===== config.mk =====
export PLATFORM = sky130hd
export DESIGN_NAME = gated_serial_channel
export DESIGN_NICKNAME = d
export VERILOG_FILES = /design/src/rtl/gated_serial_channel.sv
export SDC_FILE = /design/constraint.sdc
export NUM_CORES = 1
export LEC_CHECK = 0
export CAP_MARGIN = 25
export CORE_MARGIN = 2
export CORE_UTILIZATION = 36
export DETAILED_ROUTE_END_ITERATION = 12
export GPL_TIMING_DRIVEN = 0
export PLACE_DENSITY = 0.53
export SLEW_MARGIN = 10
export SYNTH_ARGS = -nofsm -noshare
export SYNTH_HDL_FRONTEND = slang
export SYNTH_SLANG_ARGS = --single-unit

===== constraint.sdc =====
create_clock -name clk -period 2.4 [get_ports clk]
set_input_delay 0.36 -clock clk [delete_from_list [all_inputs] [get_ports clk]]
set_output_delay 0.36 -clock clk [all_outputs]
set_load 0.02 [all_outputs]

===== src/rtl/gated_serial_channel.sv =====
module gated_serial_channel #(
  parameter int W = 16
) (
  input  logic         clk,
  input  logic         rst_n,
  input  logic         bit_en,
  input  logic [1:0]   reg_addr,
  input  logic         reg_wr,
  input  logic         reg_rd,
  input  logic [W-1:0] reg_wdata,
  output logic [W-1:0] reg_rdata,
  output logic         gate_o,
  output logic         sclk_o,
  output logic         sd_o,
  input  logic         gate_i,
  input  logic         sclk_i,
  input  logic         sd_i,
  output logic         irq
);
  localparam int CW = $clog2(W + 1);

  typedef enum logic [1:0] {T_IDLE, T_ARM, T_PULSE, T_BITS} tx_st_t;

  logic          en, mode, pol_fall, rx_ie, tx_ie;
  logic [W-1:0]  tx_hold, tx_sh;
  logic [CW-1:0] tx_cnt;
  logic          half, tx_done;
  tx_st_t        st;

  logic          g_q, c_q, rx_on, rx_rdy, ovr;
  logic [CW-1:0] rx_cnt;
  logic [W-1:0]  rx_sh, rx_word;

  wire wr_ctl = reg_wr && reg_addr == 2'd0;
  wire wr_st  = reg_wr && reg_addr == 2'd1;
  wire wr_tx  = reg_wr && reg_addr == 2'd2;
  wire rd_rx  = reg_rd && reg_addr == 2'd3;
  wire busy   = st != T_IDLE;
  wire start  = wr_ctl && reg_wdata[3] && reg_wdata[0] && !busy;
  wire last   = tx_cnt == CW'(W - 1);

  wire trail  = en && (mode ? (g_q && !gate_i) : (!g_q && gate_i));
  wire samp   = pol_fall ? (c_q && !sclk_i) : (!c_q && sclk_i);
  wire fin    = rx_on && !trail && samp && rx_cnt == CW'(W - 1);

  always_ff @(posedge clk) begin
    if (!rst_n) begin
      en <= 1'b0; mode <= 1'b0; pol_fall <= 1'b0;
      rx_ie <= 1'b0; tx_ie <= 1'b0;
      tx_hold <= '0;
    end else begin
      if (wr_ctl) begin
        en       <= reg_wdata[0];
        mode     <= reg_wdata[1];
        pol_fall <= reg_wdata[2];
        rx_ie    <= reg_wdata[4];
        tx_ie    <= reg_wdata[5];
      end
      if (wr_tx) tx_hold <= reg_wdata;
    end
  end

  always_ff @(posedge clk) begin
    if (!rst_n) begin
      st <= T_IDLE; tx_sh <= '0; tx_cnt <= '0; half <= 1'b0; tx_done <= 1'b0;
    end else begin
      if (wr_st && reg_wdata[3]) tx_done <= 1'b0;
      if (start) begin
        st      <= T_ARM;
        tx_sh   <= tx_hold;
        tx_done <= 1'b0;
      end else if (bit_en) begin
        case (st)
          T_ARM:   st <= T_PULSE;
          T_PULSE: begin st <= T_BITS; tx_cnt <= '0; half <= 1'b0; end
          T_BITS:
            if (!half) half <= 1'b1;
            else if (last) begin
              st <= T_IDLE; half <= 1'b0; tx_done <= 1'b1;
            end else begin
              half   <= 1'b0;
              tx_cnt <= tx_cnt + 1'b1;
              tx_sh  <= {tx_sh[W-2:0], 1'b0};
            end
          default: ;
        endcase
      end
    end
  end

  assign gate_o = (st == T_PULSE) ? mode : ~mode;
  assign sclk_o = (st == T_BITS && !half) ? pol_fall : ~pol_fall;
  assign sd_o   = (st == T_BITS) ? tx_sh[W-1] : 1'b0;

  always_ff @(posedge clk) begin
    if (!rst_n) begin
      g_q <= 1'b1; c_q <= 1'b1; rx_on <= 1'b0; rx_cnt <= '0;
      rx_sh <= '0; rx_word <= '0; rx_rdy <= 1'b0; ovr <= 1'b0;
    end else begin
      g_q <= gate_i;
      c_q <= sclk_i;
      if (rd_rx) rx_rdy <= 1'b0;
      if (wr_st && reg_wdata[2]) ovr <= 1'b0;
      if (trail) begin
        rx_on  <= 1'b1;
        rx_cnt <= '0;
      end else if (rx_on && samp) begin
        rx_sh  <= {rx_sh[W-2:0], sd_i};
        rx_cnt <= rx_cnt + 1'b1;
        if (fin) begin
          rx_on   <= 1'b0;
          rx_word <= {rx_sh[W-2:0], sd_i};
          rx_rdy  <= 1'b1;
          if (rx_rdy && !rd_rx) ovr <= 1'b1;
        end
      end
    end
  end

  always_comb begin
    case (reg_addr)
      2'd0:    reg_rdata = {{(W-6){1'b0}}, tx_ie, rx_ie, 1'b0, pol_fall, mode, en};
      2'd1:    reg_rdata = {{(W-4){1'b0}}, tx_done, ovr, rx_rdy, busy};
      2'd2:    reg_rdata = tx_hold;
      default: reg_rdata = rx_word;
    endcase
  end

  assign irq = (rx_rdy && rx_ie) || (tx_done && tx_ie);
endmodule


# == Yosys cells after proc, flatten, opt, wreduce, memory -nomap -nowiden ==
# Index checks and enable logic that the tools add are counted.
# Widths: inputs -> output; s select.
# totals
regBits,87
input_bits,26
out_inout_bits,20
elab_cells,130
# op_classes
n_addsub,2
eq_ne,14
n_mux,38
bitwise,5
n_reduce_logical,51
# op_table
operator,n
$mux 16,5
$pmux 16 s3,1
$mux 1,25
$logic_and 1x1->1,22
$reduce_bool 2->1,7
$reduce_and 4->1,3
$add 5x1->5 const B,2
$eq 5x4->1 const B,2
$mux 5,2
$pmux 5 s2,1
$eq 2x2->1 const B,4
$logic_not 1->1,8
$ne 2x2->1 const B,4
$ne 3x3->1 const B,2
$pmux 2 s3,1
$reduce_and 3->1,2
$not 1->1,5
$reduce_and 5->1,1
$eq 2x1->1 const B,2
$mux 2,2
$reduce_and 2->1,2
$reduce_bool 4->1,1
$reduce_or 2->1,2
$reduce_bool 3->1,1
other kinds (3),3

# == Longest topological paths before layout ==
# Gate-level depths: netlist (run 1).
# depth
depth_word,11
mapped_depth,8
mapped_depth_nobuf,7

# == Worst setup path after synthesis (run 1) ==
# OpenSTA, ideal clock, no wires.
# synth_path
path_type,register to register
start,reg tx_cnt[0]
end,reg tx_sh[10]
setup_ps,133
arrival_time_ps,1819
t_required_ps,2267
path_slack_ps,448
stages_incl_launch_ff,9
n_path_buf,2
synth_period_minus_slack_ps,1952
cell_sequence,dfxtp_1 ha_1 and3_1 ha_1 nand4b_1 clkbuf_1 buf_2 mux2i_1 a21oi_1
# synth_via
elab_chain_len,3
# synth_rtl
item,line_no,source
"start, declared",26,logic [CW-1:0] tx_cnt;
"start signal, assigned",82,tx_cnt <= tx_cnt + 1'b1;
$eq 5x4->1,40,wire last = tx_cnt == CW'(W - 1);
$ne 2x2->1 (no line),--,
$reduce_and 4->1 (no line),--,
"end signal, assigned",70,tx_sh <= tx_hold;
"end signal, assigned",83,"tx_sh <= {tx_sh[W-2:0], 1'b0};"
"end, declared",25,"logic [W-1:0] tx_hold, tx_sh;"
# Every way passes these cells.
# A chain may end at the register's enable or synchronous reset.

# == Worst setup path after layout (run 1) ==
# layout_path
start,in reg_addr[0]
end,out reg_rdata[3]
# layout_via
elab_chain_len,2
word_cells_on_any_way,4
classes_between,2 x eq/ne; 1 x mux; 1 x reduce/logical
# layout_rtl
item,line_no,source
"start, declared",7,"input logic [1:0] reg_addr,"
$eq 2x2->1 (tied with other cells),121,case (reg_addr)
$pmux 16 s3 (*),121,
"end, declared",11,"output logic [W-1:0] reg_rdata,"
# Every way passes the cells marked *; elsewhere a longest branch is shown, timed or not.

==> flow_summary.ini, run 1 <==
[status]
status = complete, no violations

[sta]
max_slew_margin_pct = 60.34
finalSetupViolations = 0
finalCritPeriodShare_pct = 97.80
period_needed_ns = 2.347
fmax_mhz = 426.0
finalMaxSlewViolations = 0
finalHoldViolCount = 0
tightest_slew_ns = 0.5950
finClkSkew_ns = 0.004889

[synth]
synthFlopType = dfxtp_1
synth_nets = 491
syn_area_mm2 = 0.003974
ys_seq_area_share_pct = 43.83
yosysTopAreaCellShare_pct = 43.83
ys_top_cells_by_area = dfxtp_1, mux2i_1, nand2_1
syn_avg_cell_area_um2 = 8.714
ys_types = 48
synth_edf_count = 0
syn_inst = 456
synth_area_leader_cell = dfxtp_1
yosys_warnings = 0
synth-seq-cells = 87
async_flop_share_pct = 0

[floorplanning]
die_area_mm2 = 0.01190
die_h_um = 109.1
start_util_pct = 36.82
rows = 38
coreArea_mm2 = 0.01079
die_x_um = 109.1
io_pins = 46

[worst_hold_path]
hold_path.startpoint = reg_wr
hold-path-cell-count = 3
hp-class = in -> reg
hold_end = pol_fall$_SDFFE_PN0N_

[clocking]
htree_levels = 3
postCtsHoldBufs = 0
cts_tree = yes
insertion_delay_ns = 0.37
clock_sinks = 87
cts-root-buf = clkbuf_8
clk_pin_slew_ns = 0.09
numCtsBuffers = 9
cts.path.max_buffers = 2

[cells_and_area]
layout-drive-gt1-share_pct = 8.350
multiInputGateArea_mm2 = 0.002048
final-seq-area_mm2 = 0.001742
syn2layout_area_growth_pct = 19.80
fin_nets = 545
fillers = 1109
diodes = 0
final_cell_area_mm2 = 0.004761

[global_routing]
grt_use_total_pct = 18.03
antenna_found_initial = 0
grt_pass1_vias = 3294
grt_max_degree = 17
grt_first_pass_wirelength_mm = 16.64
grt-ovfl-total = 0

[critical_path]
end_kind = output port
arrival_ns = 1.99
cp_max_fo = 10
path_class = in -> out
timing.rr.start = tx_cnt[0]$_SDFFE_PN0P_
cp.required_ns = 2.04
reg2reg_slack_ns = 0.18
critPathLaunchType = input pin
timing.rr.end = tx_sh[10]$_SDFFE_PN0P_
reg2reg_depth = 7

[detailed_routing]
vias = 3304
wire_per_inst_um = 15.08
antenna_left = 0
drt_iter0_drc = 142
routed_wl_mm = 9.875
drc = 0
drtPass1Iterations = 7
vias_per_cell = 5.044

[placed_design]
place.detailed.hpwl_mm = 7.517
io_buffers = 43
place.gp.congestion = 0.8329
place_area_mm2 = 0.004579

[pwr]
leakage_nw = 1.842
vdd_drop_max_uv = 225.8
total_power_mw = 2.674
powerDensity_mw_per_mm2 = 561.7

[job]
max_cap_viol_count = 0
## worst max-delay path, stage by stage
cell and delay [ns]:
clkdlybuf4s50_1 0.54, buf_6 0.18, mux2_2 0.34, a22o_1 0.25
dlygate4sd2_1 0.32
## registers in the layout, summed over array words and instances (netlist names), 2 cells and up
signal,flops
tx_sh,16
st,2
tx_hold,16
rx_sh,15
tx_cnt,5
rx_cnt,5
rx_word,16
## cell usage after synthesis (2+ instances only)
cell type   n
ha_1        9
nand2_1    78
nand2b_1    2
a21oi_1    58
a31oi_1     2
and3b_1     2
buf_6       3
xnor2_1     3
nor2b_1    15
dfxtp_1    87
or3_1       2
mux2i_1    43
mux4_2      3
mux2_2      3
a22o_1      4
nor4bb_1    2
o21ai_0    34
o211ai_1    2
nand3_1    31
inv_1       6
o31ai_1     2
buf_2       5
nor2_1      8
and3_1      3
nor3_1      3
clkbuf_1   24
## layout make-up
cell class | count | area share [%]
buffer | 33 | 3.574
sequential | 87 | 36.58
multi-input combinational | 328 | 43.02
inverter | 7 | 0.5519
timing repair buffer | 44 | 8.830
tap | 140 | 3.679
clock buffer | 9 | 2.602
clock inverter | 7 | 1.156
## layout by cell type, fill, tap and decap left out, drive strengths merged, types with 4 or more instances in the layout
cell type	instances
dfxtp	87
nand2	78
a21oi	58
mux2i	43
o21ai	34
nand3	31
clkbuf	31
clkdlybuf4s50	25
dlygate4sd2	16
nor2b	15
buf	12
ha	9
inv	9
nor2	8
a22o	4
## cells by family (layout without fill, tap and decap cells)
logic type | Yosys count | after routing | synth area share (%)
adders and majority gates | 9 | 9 | 2.834
and+or+nand+nor | 155 | 155 | 18.55
xor gates and xnor gates | 4 | 4 | 0.8818
DFF | 87 | 87 | 43.83
buffers and inverters | 41 | 100 | 4.691
AOI/OAI and AO/OA | 111 | 111 | 15.84
muxes | 49 | 49 | 13.38
## power by group
group	switching [mW]	internal [mW]
clock network	0.573	0.387
logic	0.127	0.103
registers	0.0192	1.46
total	0.719	1.95
## metrics by stage
step | util (%) | setup TNS [ns] | setup WS, ns | hold slack [ns] | instances
after detailed placement | 42.43 | -8.901 | -0.6628 | 0.4495 | 639
after global routing | 44.11 | -0.004596 | -0.004596 | 0.3303 | 655
after CTS | 44.01 | 0 | 0.005591 | 0.3142 | 655
after floorplan | - | 0 | 0.4484 | 0.4313 | 456
final | 44.11 | 0 | 0.05279 | 0.3259 | 655
after global placement | 42.43 | -8.613 | -0.6578 | 0.4495 | 639
## metal layers
| metal | up-vias | routed length (um) | GRT usage [%] |
|---|---|---|---|
| met4 | 0 | 129 | 6.136 |
| met1 | 1552 | 4820 | 24.15 |
| met2 | 35 | 4673 | 29.50 |
| li1 | 1704 | - | - |
| met3 | 13 | 252 | 2.809 |
| met5 | - | 0 | 0 |
## worst max path at each step
stage	to	start	slack, ns	cells after the start
final	reg_rdata[3]	reg_addr[0]	0.05	5
after global routing	reg_rdata[3]	reg_addr[0]	-0.005	5
after CTS	sd_o	st[0]$_SDFFE_PN0P_	0.006	4
after detailed placement	reg_rdata[14]	reg_addr[0]	-0.66	6
after global placement	reg_rdata[14]	reg_addr[0]	-0.66	6
after floorplan	tx_sh[10]$_SDFFE_PN0P_	tx_cnt[0]$_SDFFE_PN0P_	0.45	8
## repair_timing
action                     in CTS  in global routing
setup endpoints to repair      18                 14
buffers inserted                0                  1
gates resized for setup        24                  4
(Power assumes the default switching activity.)
==> run 2, diff against run 1 <==
--- a/config.mk
+++ b/config.mk
@@ -5,7 +5,7 @@
 export SDC_FILE = /design/constraint.sdc
 export NUM_CORES = 1
 export LEC_CHECK = 0
-export CAP_MARGIN = 25
+export CORE_ASPECT_RATIO = 1.2
 export CORE_MARGIN = 2
 export CORE_UTILIZATION = 36
 export DETAILED_ROUTE_END_ITERATION = 12
==> run 2 against run 1 <==
Against the previous run:
- sequential power is essentially flat
- non-clock buffer count shrank 1
- clock power grew 46%
- cell area grew 2.3%
- clock skew grew 0.0017 ns
- global-route usage shrank 0.55 points
- via count shrank 0.12%
- critical endpoint unchanged
- highest routed layer unchanged
==> flow_summary.ini, run 2 (synthesis results as in run 1) <==
[detailed_routing]
wire_per_inst_um = 15.27
drt_iter0_drc = 146
routed_wl_mm = 9.867
vias_per_cell = 5.108
drc = 0
drtPass1Iterations = 4
antenna_left = 0
vias = 3300

[floorplanning]
io_pins = 46
start_util_pct = 36.53
die_x_um = 99.91
coreArea_mm2 = 0.01088
die_h_um = 119.1
die_area_mm2 = 0.01190
rows = 42

[sta]
hold_ws_ns = 0.3635
finalMaxSlewViolations = 0
max_slew_margin_pct = 60.23
tightest_slew_ns = 0.5943
finalCritPeriodShare_pct = 98.05
finalHoldViolCount = 0
grt_setup_unrepaired = false
period_needed_ns = 2.353
fmax_mhz = 425.0
finClkSkew_ns = 0.006546
finalSetupViolations = 0
timing.setup.tns_ns = 0

[pwr]
vdd_drop_max_uv = 299.8
combPwrFrac_pct = 7.4
p_seq_share_pct = 47.7
p_int_mw = 2.377
powerDensity_mw_per_mm2 = 638.6
switching_share_pct = 23.57
leakage_nw = 1.872
power.switching_mw = 0.7332
clkPwrFrac_pct = 44.8

[cells_and_area]
fillers = 1090
layout_commonest_cell = dfxtp_1
final_cell_mix = dfxtp_1, nand2_1, a21oi_1
layout-drive-gt1-share_pct = 8.366
diodes = 0
fin_nets = 544
syn2layout_area_growth_pct = 22.58
top_regs = rx_word (16), tx_hold (16), tx_sh (16)

[clocking]
insertion_delay_ns = 0.33
clock_sinks = 87
cts_resized = 25
cts_tree = yes
postCtsSetupBuffers = 0
cts.path.max_buffers = 2
htree_levels = 3
numCtsBuffers = 9
postCtsHoldBufs = 0
cts-root-buf = clkbuf_16
clk_pin_slew_ns = 0.07

[critical_path]
cp_max_fo = 10
critPathLaunchType = input pin
cp.required_ns = 2.04
arrival_ns = 1.99
end_kind = output port
path_class = in -> out

[global_routing]
antenna_found_initial = 0
busiest_layer = met2
grt_use_total_pct = 17.48
use_met2_pct = 30.19
use_met1_pct = 22.37
grt-ovfl-total = 0
grt_pass1_vias = 3296
grt_max_degree = 16
grt_first_pass_wirelength_mm = 16.45
grt_use_met3_pct = 2.171

[status]
status = complete, no violations

[placed_design]
place.detailed.hpwl_mm = 7.650
place.gp.congestion = 0.7728
io_buffers = 43

[job]
max_cap_viol_count = 0

[worst_hold_path]
hp-class = in -> reg
run 2: cell types whose count changed in the layout (fill, tap and decap cells not counted), moves of 2 or more:
cell / before / now
buf_4: 3 / 1
clkbuf_16: 0 / 9
clkbuf_4: 0 / 2
clkbuf_8: 9 / 0
inv_6: 3 / 1
run 2: power groups by stage:
stage          logic, mW  clock network (mW)  registers, mW
2_1_floorplan      0.133                   0           1.51
3_3_place_gp       0.230                   0           1.52
3_5_place_dp       0.232                   0           1.52
4_1_cts            0.232                1.42           1.49
5_1_grt            0.253                1.48           1.49
6_report           0.230                1.40           1.49
run 2: per-layer routing:
metal / vias up / share of wire [%]
met5: - / 0
li1: 1704 / -
met3: 7 / 1.6
met4: 0 / 0.70
met2: 22 / 52
met1: 1567 / 46
run 2: critical path, stage by stage:
cell and delay (ns):
clkdlybuf4s50_1 0.53, buf_6 0.18, mux2_2 0.34, a22o_1 0.25, dlygate4sd2_1 0.32
run 2: per-stage QoR:
step                worst slack, ns  power [mW]  instance area (um2)  util, %  instances
global placement            -0.6625       1.747                 4569    42.01        631
floorplan                    0.4484       1.644                 3974        -        456
finish                      0.04680       3.111                 4871    44.78        646
detailed placement          -0.6587       1.750                 4569    42.01        631
global route               0.001255       3.223                 4871    44.78        646
CTS                         0.01550       3.141                 4861    44.69        647
run 2: cell type report:
type,instances,area (um2),share of cell area (%)
Multi-Input combinational cell,328,2051,42.10
Sequential cell,87,1742,35.76
Timing Repair Buffer,43,410.4,8.425
Clock buffer,9,225.2,4.624
Buffer,33,178.9,3.673
Tap cell,132,165.2,3.391
Clock inverter,7,72.57,1.490
Inverter,7,26.28,0.5394
run 2: worst paths after layout:
| path | to | from | cells past startpoint | slack [ns] |
|---|---|---|---|---|
| setup / recovery | reg_rdata[3] | reg_addr[0] | 5 | 0.05 |
| hold / removal | tx_ie$_SDFFE_PN0N_ | reg_wr | 3 | 0.36 |
| setup reg to reg | tx_sh[13]$_SDFFE_PN0P_ | tx_cnt[0]$_SDFFE_PN0P_ | 7 | 0.21 |
| hold reg to reg | rx_word[6]$_SDFFE_PN0P_ | rx_word[6]$_SDFFE_PN0P_ | 2 | 0.46 |
